<file path="src/rtl/brc_pkg.sv">
package brc_pkg;
  typedef enum logic [3:0] {
    OP_JA   = 4'h0, OP_JEQ  = 4'h1, OP_JGT  = 4'h2, OP_JGE  = 4'h3,
    OP_JSET = 4'h4, OP_JNE  = 4'h5, OP_JSGT = 4'h6, OP_JSGE = 4'h7,
    OP_CALL = 4'h8, OP_EXIT = 4'h9, OP_JLT  = 4'ha, OP_JLE  = 4'hb,
    OP_JSLT = 4'hc, OP_JSLE = 4'hd, OP_RSVE = 4'he, OP_RSVF = 4'hf
  } brc_op_e;

  typedef struct packed {
    logic is_cond;
    logic is_jump;
    logic use_imm;
    logic call_local;
    logic call_helper;
    logic is_exit;
    logic illegal;
  } brc_dec_t;
endpackage

</file>
<file path="src/rtl/brc_decode.sv">
module brc_decode
  import brc_pkg::*;
(
  input  logic [3:0] code_i,
  input  logic       src_sel_i,
  input  logic       cls64_i,
  input  logic [3:0] src_reg_i,
  output brc_dec_t   dec_o
);
  brc_op_e op;
  logic    bad_call_sub;

  assign op           = brc_op_e'(code_i);
  assign bad_call_sub = (src_reg_i > 4'd2);

  always_comb begin
    dec_o = '0;
    unique case (op)
      OP_JA: begin
        dec_o.illegal = src_sel_i;
        dec_o.is_jump = !src_sel_i;
        dec_o.use_imm = !src_sel_i && !cls64_i;
      end
      OP_CALL: begin
        dec_o.illegal     = !cls64_i || bad_call_sub;
        dec_o.call_local  = cls64_i && (src_reg_i == 4'd1);
        dec_o.call_helper = cls64_i && ((src_reg_i == 4'd0) || (src_reg_i == 4'd2));
        dec_o.use_imm     = cls64_i && (src_reg_i == 4'd1);
      end
      OP_EXIT: begin
        dec_o.illegal = !cls64_i;
        dec_o.is_exit = cls64_i;
      end
      OP_RSVE, OP_RSVF: dec_o.illegal = 1'b1;
      default: dec_o.is_cond = 1'b1;
    endcase
  end
endmodule

</file>
<file path="src/rtl/brc_cmp.sv">
module brc_cmp
  import brc_pkg::*;
#(
  parameter int unsigned XLEN = 64
) (
  input  logic [XLEN-1:0] a_i,
  input  logic [XLEN-1:0] b_i,
  input  logic            cls64_i,
  input  logic [3:0]      code_i,
  output logic            cond_o
);
  localparam int unsigned HALF_W = XLEN / 2;

  // index 0: low-half compare, index 1: full-width compare
  logic [1:0] eq_w, ult_w, slt_w, any_w;

  for (genvar g = 0; g < 2; g++) begin : g_width
    localparam int unsigned W = (g == 0) ? HALF_W : XLEN;
    logic [W-1:0] a_s, b_s;
    assign a_s      = a_i[W-1:0];
    assign b_s      = b_i[W-1:0];
    assign eq_w[g]  = (a_s == b_s);
    assign ult_w[g] = (a_s < b_s);
    assign slt_w[g] = ($signed(a_s) < $signed(b_s));
    assign any_w[g] = |(a_s & b_s);
  end

  logic eq, ult, slt, any;
  assign eq  = eq_w[cls64_i];
  assign ult = ult_w[cls64_i];
  assign slt = slt_w[cls64_i];
  assign any = any_w[cls64_i];

  always_comb begin
    unique case (brc_op_e'(code_i))
      OP_JEQ:  cond_o = eq;
      OP_JNE:  cond_o = !eq;
      OP_JGT:  cond_o = !ult && !eq;
      OP_JGE:  cond_o = !ult;
      OP_JLT:  cond_o = ult;
      OP_JLE:  cond_o = ult || eq;
      OP_JSGT: cond_o = !slt && !eq;
      OP_JSGE: cond_o = !slt;
      OP_JSLT: cond_o = slt;
      OP_JSLE: cond_o = slt || eq;
      OP_JSET: cond_o = any;
      default: cond_o = 1'b0;
    endcase
  end
endmodule

</file>
<file path="src/rtl/brc_target.sv">
module brc_target #(
  parameter int unsigned PC_W  = 32,
  parameter int unsigned OFF_W = 16,
  parameter int unsigned IMM_W = 32
) (
  input  logic [PC_W-1:0]  pc_i,
  input  logic             wide_i,
  input  logic [OFF_W-1:0] off_i,
  input  logic [IMM_W-1:0] imm_i,
  input  logic             use_imm_i,
  output logic [PC_W-1:0]  fall_o,
  output logic [PC_W-1:0]  target_o
);
  logic [PC_W-1:0] disp;

  assign fall_o = pc_i + (wide_i ? PC_W'(2) : PC_W'(1));

  always_comb begin
    if (use_imm_i) disp = PC_W'($signed(imm_i));
    else           disp = PC_W'($signed(off_i));
  end

  assign target_o = fall_o + disp;
endmodule

</file>
<file path="src/rtl/brc_unit.sv">
module brc_unit
  import brc_pkg::*;
#(
  parameter int unsigned PC_W = 32,
  parameter int unsigned XLEN = 64
) (
  input  logic            clk_i,
  input  logic            rst_ni,
  input  logic            valid_i,
  input  logic [PC_W-1:0] pc_i,
  input  logic [3:0]      code_i,
  input  logic            src_sel_i,
  input  logic            cls64_i,
  input  logic            wide_i,
  input  logic [3:0]      src_reg_i,
  input  logic [15:0]     off_i,
  input  logic [31:0]     imm_i,
  input  logic [XLEN-1:0] dst_val_i,
  input  logic [XLEN-1:0] src_val_i,
  output logic            valid_o,
  output logic [PC_W-1:0] next_pc_o,
  output logic            taken_o,
  output logic            call_local_o,
  output logic            call_helper_o,
  output logic            exit_o,
  output logic            illegal_o
);
  localparam int unsigned IMM_W = 32;
  localparam int unsigned OFF_W = 16;

  brc_dec_t        dec;
  logic [XLEN-1:0] opnd_b;
  logic            cond;
  logic            take;
  logic [PC_W-1:0] fall, target;

  brc_decode u_dec (
    .code_i    (code_i),
    .src_sel_i (src_sel_i),
    .cls64_i   (cls64_i),
    .src_reg_i (src_reg_i),
    .dec_o     (dec)
  );

  assign opnd_b = src_sel_i ? src_val_i : XLEN'($signed(imm_i));

  brc_cmp #(.XLEN(XLEN)) u_cmp (
    .a_i     (dst_val_i),
    .b_i     (opnd_b),
    .cls64_i (cls64_i),
    .code_i  (code_i),
    .cond_o  (cond)
  );

  brc_target #(.PC_W(PC_W), .OFF_W(OFF_W), .IMM_W(IMM_W)) u_tgt (
    .pc_i      (pc_i),
    .wide_i    (wide_i),
    .off_i     (off_i),
    .imm_i     (imm_i),
    .use_imm_i (dec.use_imm),
    .fall_o    (fall),
    .target_o  (target)
  );

  assign take = dec.is_jump || dec.call_local || (dec.is_cond && cond);

  always_ff @(posedge clk_i or negedge rst_ni) begin
    if (!rst_ni) begin
      valid_o       <= 1'b0;
      next_pc_o     <= '0;
      taken_o       <= 1'b0;
      call_local_o  <= 1'b0;
      call_helper_o <= 1'b0;
      exit_o        <= 1'b0;
      illegal_o     <= 1'b0;
    end else begin
      valid_o       <= valid_i;
      next_pc_o     <= take ? target : fall;
      taken_o       <= valid_i && take;
      call_local_o  <= valid_i && dec.call_local;
      call_helper_o <= valid_i && dec.call_helper;
      exit_o        <= valid_i && dec.is_exit;
      illegal_o     <= valid_i && dec.illegal;
    end
  end
endmodule

</file>
<file path="config.mk">
export PLATFORM = sky130hd
export DESIGN_NAME = brc_unit
export DESIGN_NICKNAME = d
export VERILOG_FILES = /design/src/rtl/brc_pkg.sv /design/src/rtl/brc_decode.sv /design/src/rtl/brc_cmp.sv /design/src/rtl/brc_target.sv /design/src/rtl/brc_unit.sv
export SDC_FILE = /design/constraint.sdc
export NUM_CORES = 1
export LEC_CHECK = 0
export CAP_MARGIN = 20
export CORE_ASPECT_RATIO = 1.1
export CORE_UTILIZATION = 25
export DETAILED_ROUTE_END_ITERATION = 8
export DONT_BUFFER_PORTS = 1
export PLACE_DENSITY = 0.4
export SKIP_CTS_REPAIR_TIMING = 1
export SLEW_MARGIN = 20
export SYNTH_ARGS = -nofsm -noshare
export SYNTH_HDL_FRONTEND = slang
export SYNTH_HIERARCHICAL = 1
export SYNTH_SLANG_ARGS = --single-unit
</file>
<file path="constraint.sdc">
create_clock -name clk_i -period 0.8 [get_ports clk_i]
set_input_delay 0.04 -clock clk_i [delete_from_list [all_inputs] [get_ports clk_i]]
set_output_delay 0.04 -clock clk_i [all_outputs]
set_load 0.03 [all_outputs]
</file>
# Word-level counts from Yosys, hierarchy flattened
# Index checks and enable logic that the tools add are counted.
# W data, S select, Z words.
[word_totals]
ff_bits = 38
inputBits = 222
out_inout_bits = 38
wordCells = 83
[classes]
n_addsub = 2
n_lt_le_gt_ge = 6
n_eq_ne = 19
n_mux = 19
bitwise_logic = 2
reduce_logical = 28
[op_table]
columns = ["op", "n"]
rows = [
  ["$lt A64 B64 Y1", 2],
  ["$add A32 B32 Y32", 2],
  ["$and A64 B64 Y64", 1],
  ["$eq A64 B64 Y1", 1],
  ["$lt A32 B32 Y1", 2],
  ["$mux W32", 2],
  ["$mux W64", 1],
  ["$reduce_or A64 Y1", 1],
  ["$and A32 B32 Y32", 1],
  ["$eq A32 B32 Y1", 1],
  ["$eq A4 B4 Y1 const B", 8],
  ["$reduce_or A32 Y1", 1],
  ["$eq A4 B3 Y1 const B", 4],
  ["$eq A4 B2 Y1 const B", 3],
  ["$logic_and A1 B1 Y1", 11],
  ["$mux W1", 11],
  ["$pmux W1 S11", 1],
  ["$eq A4 B1 Y1 const B", 2],
  ["$logic_not A4 Y1", 2],
  ["$logic_or A1 B1 Y1", 6],
  ["$logic_not A1 Y1", 5],
  ["$reduce_or A5 Y1", 1],
  ["$gt A4 B2 Y1 const B", 1],
  ["$mux W2", 2],
  ["4 further kinds", 4],
]

# Longest topological paths before layout
[logic_depth]
depth_word = 10
depth_mapped = 21

# Cells and area by module
# The synthesis kept the hierarchy.
[modules_own_cells]
columns = ["mod", "instances", "cells_each", "area_per_inst_um2", "seq_area_each_um2"]
rows = [
  ["brc_target", 1, 381, 2845.2, 0.0],
  ["brc_cmp", 1, 347, 2736.4, 0.0],
  ["brc_unit", 1, 188, 2049.5, 950.9],
  ["brc_decode", 1, 21, 123.9, 0.0],
]

# Worst setup path after synthesis
# OpenSTA, ideal clock, no wires.
[synth_path]
path_type = "input -> register"
from = "input port src_reg_i[2]"
to = "register next_pc_o[30]"
setup_time_ns = 0.125
t_arrival_ns = 4.081
setup_slack_ns = -3.406
path_stages = 18
cell_sequence = "and4bb_1 -> a31oi_1 -> nor2b_1 -> buf_2 -> buf_1 -> clkbuf_1 -> mux2_2 -> fa_1 -> a211oi_1 -> o21ai_0 -> and3_1 -> o32ai_2 -> o21ai_1 -> a2111oi_2 -> o41ai_1 -> a21oi_1 -> xnor2_1 -> mux2_2"
[synth_lines]
columns = ["item", "line", "text"]
rows = [
  ["start: declaration", "brc_unit.sv:15", "input logic [3:0] src_reg_i,"],
  ["end signal: assignment", "brc_unit.sv:78", "next_pc_o <= take ? target : fall;"],
  ["end: declaration", "brc_unit.sv:21", "output logic [PC_W-1:0] next_pc_o,"],
]

# Worst setup path in the final report
[layout_path]
from = "input port src_sel_i"
to = "register next_pc_o[15]"
[layout_between]
elab_chain_cells = 10
[layout_lines]
columns = ["item", "line", "text"]
rows = [
  ["start: declaration", "brc_unit.sv:12", "input logic src_sel_i,"],
  ["$mux W64 (*)", "brc_unit.sv:45", "assign opnd_b = src_sel_i ? src_val_i : XLEN'($signed(imm_i));"],
  ["named net opnd_b[60]", "brc_unit.sv:32", "logic [XLEN-1:0] opnd_b;"],
  ["$lt A64 B64 Y1 (tied with other cells)", "brc_cmp.sv:24", "assign slt_w[g] = ($signed(a_s) < $signed(b_s));"],
  ["$mux W1, on equally long branches (2 in series)", "brc_cmp.sv:31, brc_cmp.sv:29, brc_cmp.sv:30", ""],
  ["$logic_not A1 Y1, on equally long branches", "-", ""],
  ["$logic_and A1 B1 Y1, on equally long branches", "brc_cmp.sv:42, brc_cmp.sv:38", ""],
  ["$pmux W1 S11 (*)", "brc_cmp.sv:35", "unique case (brc_op_e'(code_i))"],
  ["named net cond", "brc_unit.sv:33", "logic cond;"],
  ["$logic_and A1 B1 Y1 (*)", "brc_unit.sv:65", "assign take = dec.is_jump || dec.call_local || (dec.is_cond && cond);"],
  ["$logic_or A1 B1 Y1 (*)", "brc_unit.sv:65", ""],
  ["$mux W32 (*)", "brc_unit.sv:78", ""],
]
# Mark *: on every way through the listed nets, which the timed path passes. The rest lies on a longest branch. The select of a mux whose other input is x is not followed.

==> results.txt <==
Outcome: finished with violations
Failing checks: negative hold slack, negative setup slack
Worst slew pin tran: 449.6 ps
CP endpoint kind: flip-flop
Post-synthesis cell type count: 81
H-tree depth: 2
Sink Count: 38
Commonest cells in the netlist: 160 x ha_1, 148 x nand2_1, 81 x inv_1
Initial antenna violation count: 0
Final ANT Viol Nets: 0
Synth Area per Inst: 8.276 sq um
GRT Total Usage: 0.1669
Post-synthesis instance area: 7755 sq um
WHS: -567.7 ps
Count of flip-flops with a built-in enable after synthesis: 0
DRT iter0 DRCs: 227
I/O Buffers: 0
Final setup margin: -2683 ps
Cell count after synthesis: 937
Yosys reg bits: 38
Final core utilization: 0.3585
CP required: 970 ps
Most frequent cell after synthesis: ha_1
Final setup viols: 53
Cell taking the most area after synthesis: ha_1
Number of synthesis warnings: 6
Met2 Track Usage GR: 0.2897
GRT busiest layer: met2
Area growth, synth to finish: 41.05%
Layout cell share with drive strength beyond 1: 0.3937
Seq/Total Area, Yosys: 0.1226
Design Area, Final: 10940 sq um
Final wirelength: 28070 um
Routed via count: 7274
First-pass GRT wire length: 40650 um
Hold Crit Class: in -> async
CTS root buf: clkbuf_16
Number of max-slew violations in the final report: 0
FP Rows: 67
Core area: 30510 sq um
Normalized max-slew margin: 0.6977
CP max stage delay: 400 ps
Largest cells by area after synthesis: ha_1 26%, dfrtp_1 12%, mux2_2 11%
Dominant synthesized flop cell: dfrtp_1
Worst vdd ir: 0.0006801 V
Gr ovfl total: 0
CTS tree: built
CP max stage cell: o311a_1
Post-Place Cell Area: 9787 sq um
Post-Syn Nets: 1321
FFs w/ async S/R, synth: 1.000
Grt met1 use: 0.1968
Final period util: 4.354
Starting density of the core: 0.2541
Net count, final: 1526
Fin. Hold Viols: 38
Pin count of the biggest net entering global routing: 68
# DRC: 0
Pre-antenna DRT Iters: 4
Filler Cells Inserted: 3203
Power Density: 1136 nW/um^2
CP Data Arrival Time: 3650 ps
TritonCTS buffer count: 5
Crit Path Category: in -> reg
CTS max path bufs: 2
Startpoint Class: input pin
M3 GR Usage: 0.04772
Leakage: 5.348 nW
HPWL after DPL: 23540 um
Vias in the first global route: 7335
Crit path from: src_sel_i
Die X: 169.9 um
RSZ-0062 raised after global routing: true
Area of the multi-input gates: 7064 sq um
Pre-CTS setup slack: -3256 ps
Die area: 31730 sq um
F_max: 287.1 MHz
Top Ports: 260
Die Y-Extent: 186.7 um
CP cell instances: nand2b_4 -> clkbuf_16 -> buf_6 -> buf_4 -> nand2_1 -> inv_1 -> ha_1 -> nand4_1 -> nor4_4 -> buf_4 -> a31oi_4 -> o311a_1 -> a21oi_2 -> a32o_1 -> nand4_1 -> a211oi_4 -> buf_6 -> clkbuf_16 -> mux2_4
Worst-path fanout max: 67
Synth top area share: 0.2581
Critical Path Sink: next_pc_o[15]
Total negative slack: -86820 ps
Vias per inst: 4.669
Routability cong.: 0.8216
Max-Cap Viols: 0
Period minus WS final: 3483 ps
Worst-path clk slew: 60 ps
FF+latch area: 997.2 sq um
WL/cell: 18.01 um
-- where the power goes --
part           internal [mW]  total [mW]  switching (mW)
logic                   3.56        6.48            2.92
clock network           1.87        2.73           0.856
registers               2.34        3.22           0.882
total                   7.77        12.4            4.65
-- stage by stage --
stage	total power, mW	instances
final	12.42	1558
after floorplan	6.761	937
after global placement	8.782	1532
after detailed placement	8.771	1532
after global routing	13.28	1557
after CTS	11.61	1540
-- cells in the final DEF, fill, tap and decap left out, drive strengths merged, types with 11 or more instances in the layout --
cell   synthesis  layout
nand3         17      17
nor2          29      29
xnor2         40      40
mux2          77      77
and3          11      11
buf           14     216
nor4          23      23
inv           81      80
a21oi         65      65
o21ai         23      23
xor2          28      28
ha           160     160
a21o          20      20
nand4         29      29
dfrtp         38      38
nand2        149     149
nor3          13      13
-- final cells by class --
cell class / count / share of cell area
sequential: 38 / 0.09117
clock inverter: 2 / 0.005491
inverter: 81 / 0.03043
timing repair buffer: 222 / 0.1668
multi-input combinational: 794 / 0.6458
tap: 414 / 0.04736
clock buffer: 6 / 0.01270
antenna: 1 / 0.0002288
-- metal layers --
layer / part of all wire / wire length (um) / vias up
met5: 0 / 0 / -
met4: 0.022 / 616 / 0
met3: 0.080 / 2234 / 28
met2: 0.49 / 13780 / 182
met1: 0.41 / 11430 / 3331
li1: - / - / 3733
-- registers in the layout, indices dropped and copies added (netlist names) --
signal	cells
next_pc_o	32
call_local_o	1
call_helper_o	1
exit_o	1
illegal_o	1
valid_o	1
taken_o	1
-- worst min path at each step --
stage | start | end | slack [ps] | cells after the start
after detailed placement | rst_ni | next_pc_o[5] | -250 | 0
after global routing | rst_ni | next_pc_o[1] | -570 | 0
after CTS | rst_ni | next_pc_o[1] | -580 | 0
final | rst_ni | next_pc_o[2] | -570 | 0
after floorplan | rst_ni | call_helper_o | -260 | 0
after global placement | rst_ni | next_pc_o[6] | -250 | 0
-- critical path, delay by kind of cell --
kind	cells	cell delay, ps
AO/OA/AOI/OAI	5	1080
buffers and inverters	7	1020
AND/OR/NAND/NOR	5	890
multiplexers	1	320
adder cells (fa/ha/maj)	1	270
-- kinds of logic (layout without fill, tap and decap cells) --
| family | Yosys count | after routing | synth area share |
|---|---|---|---|
| other | 0 | 1 | 0 |
| multiplexers | 80 | 80 | 0.1157 |
| AND/OR/NAND/NOR | 313 | 313 | 0.2049 |
| buffers and inverters | 105 | 311 | 0.05615 |
| adder cells (fa/ha/maj) | 162 | 162 | 0.2633 |
| XOR/XNOR | 72 | 72 | 0.08922 |
| AO/OA/AOI/OAI | 167 | 167 | 0.1481 |
| flip-flops | 38 | 38 | 0.1226 |
Note: power is estimated with default switching activity, not from simulation.
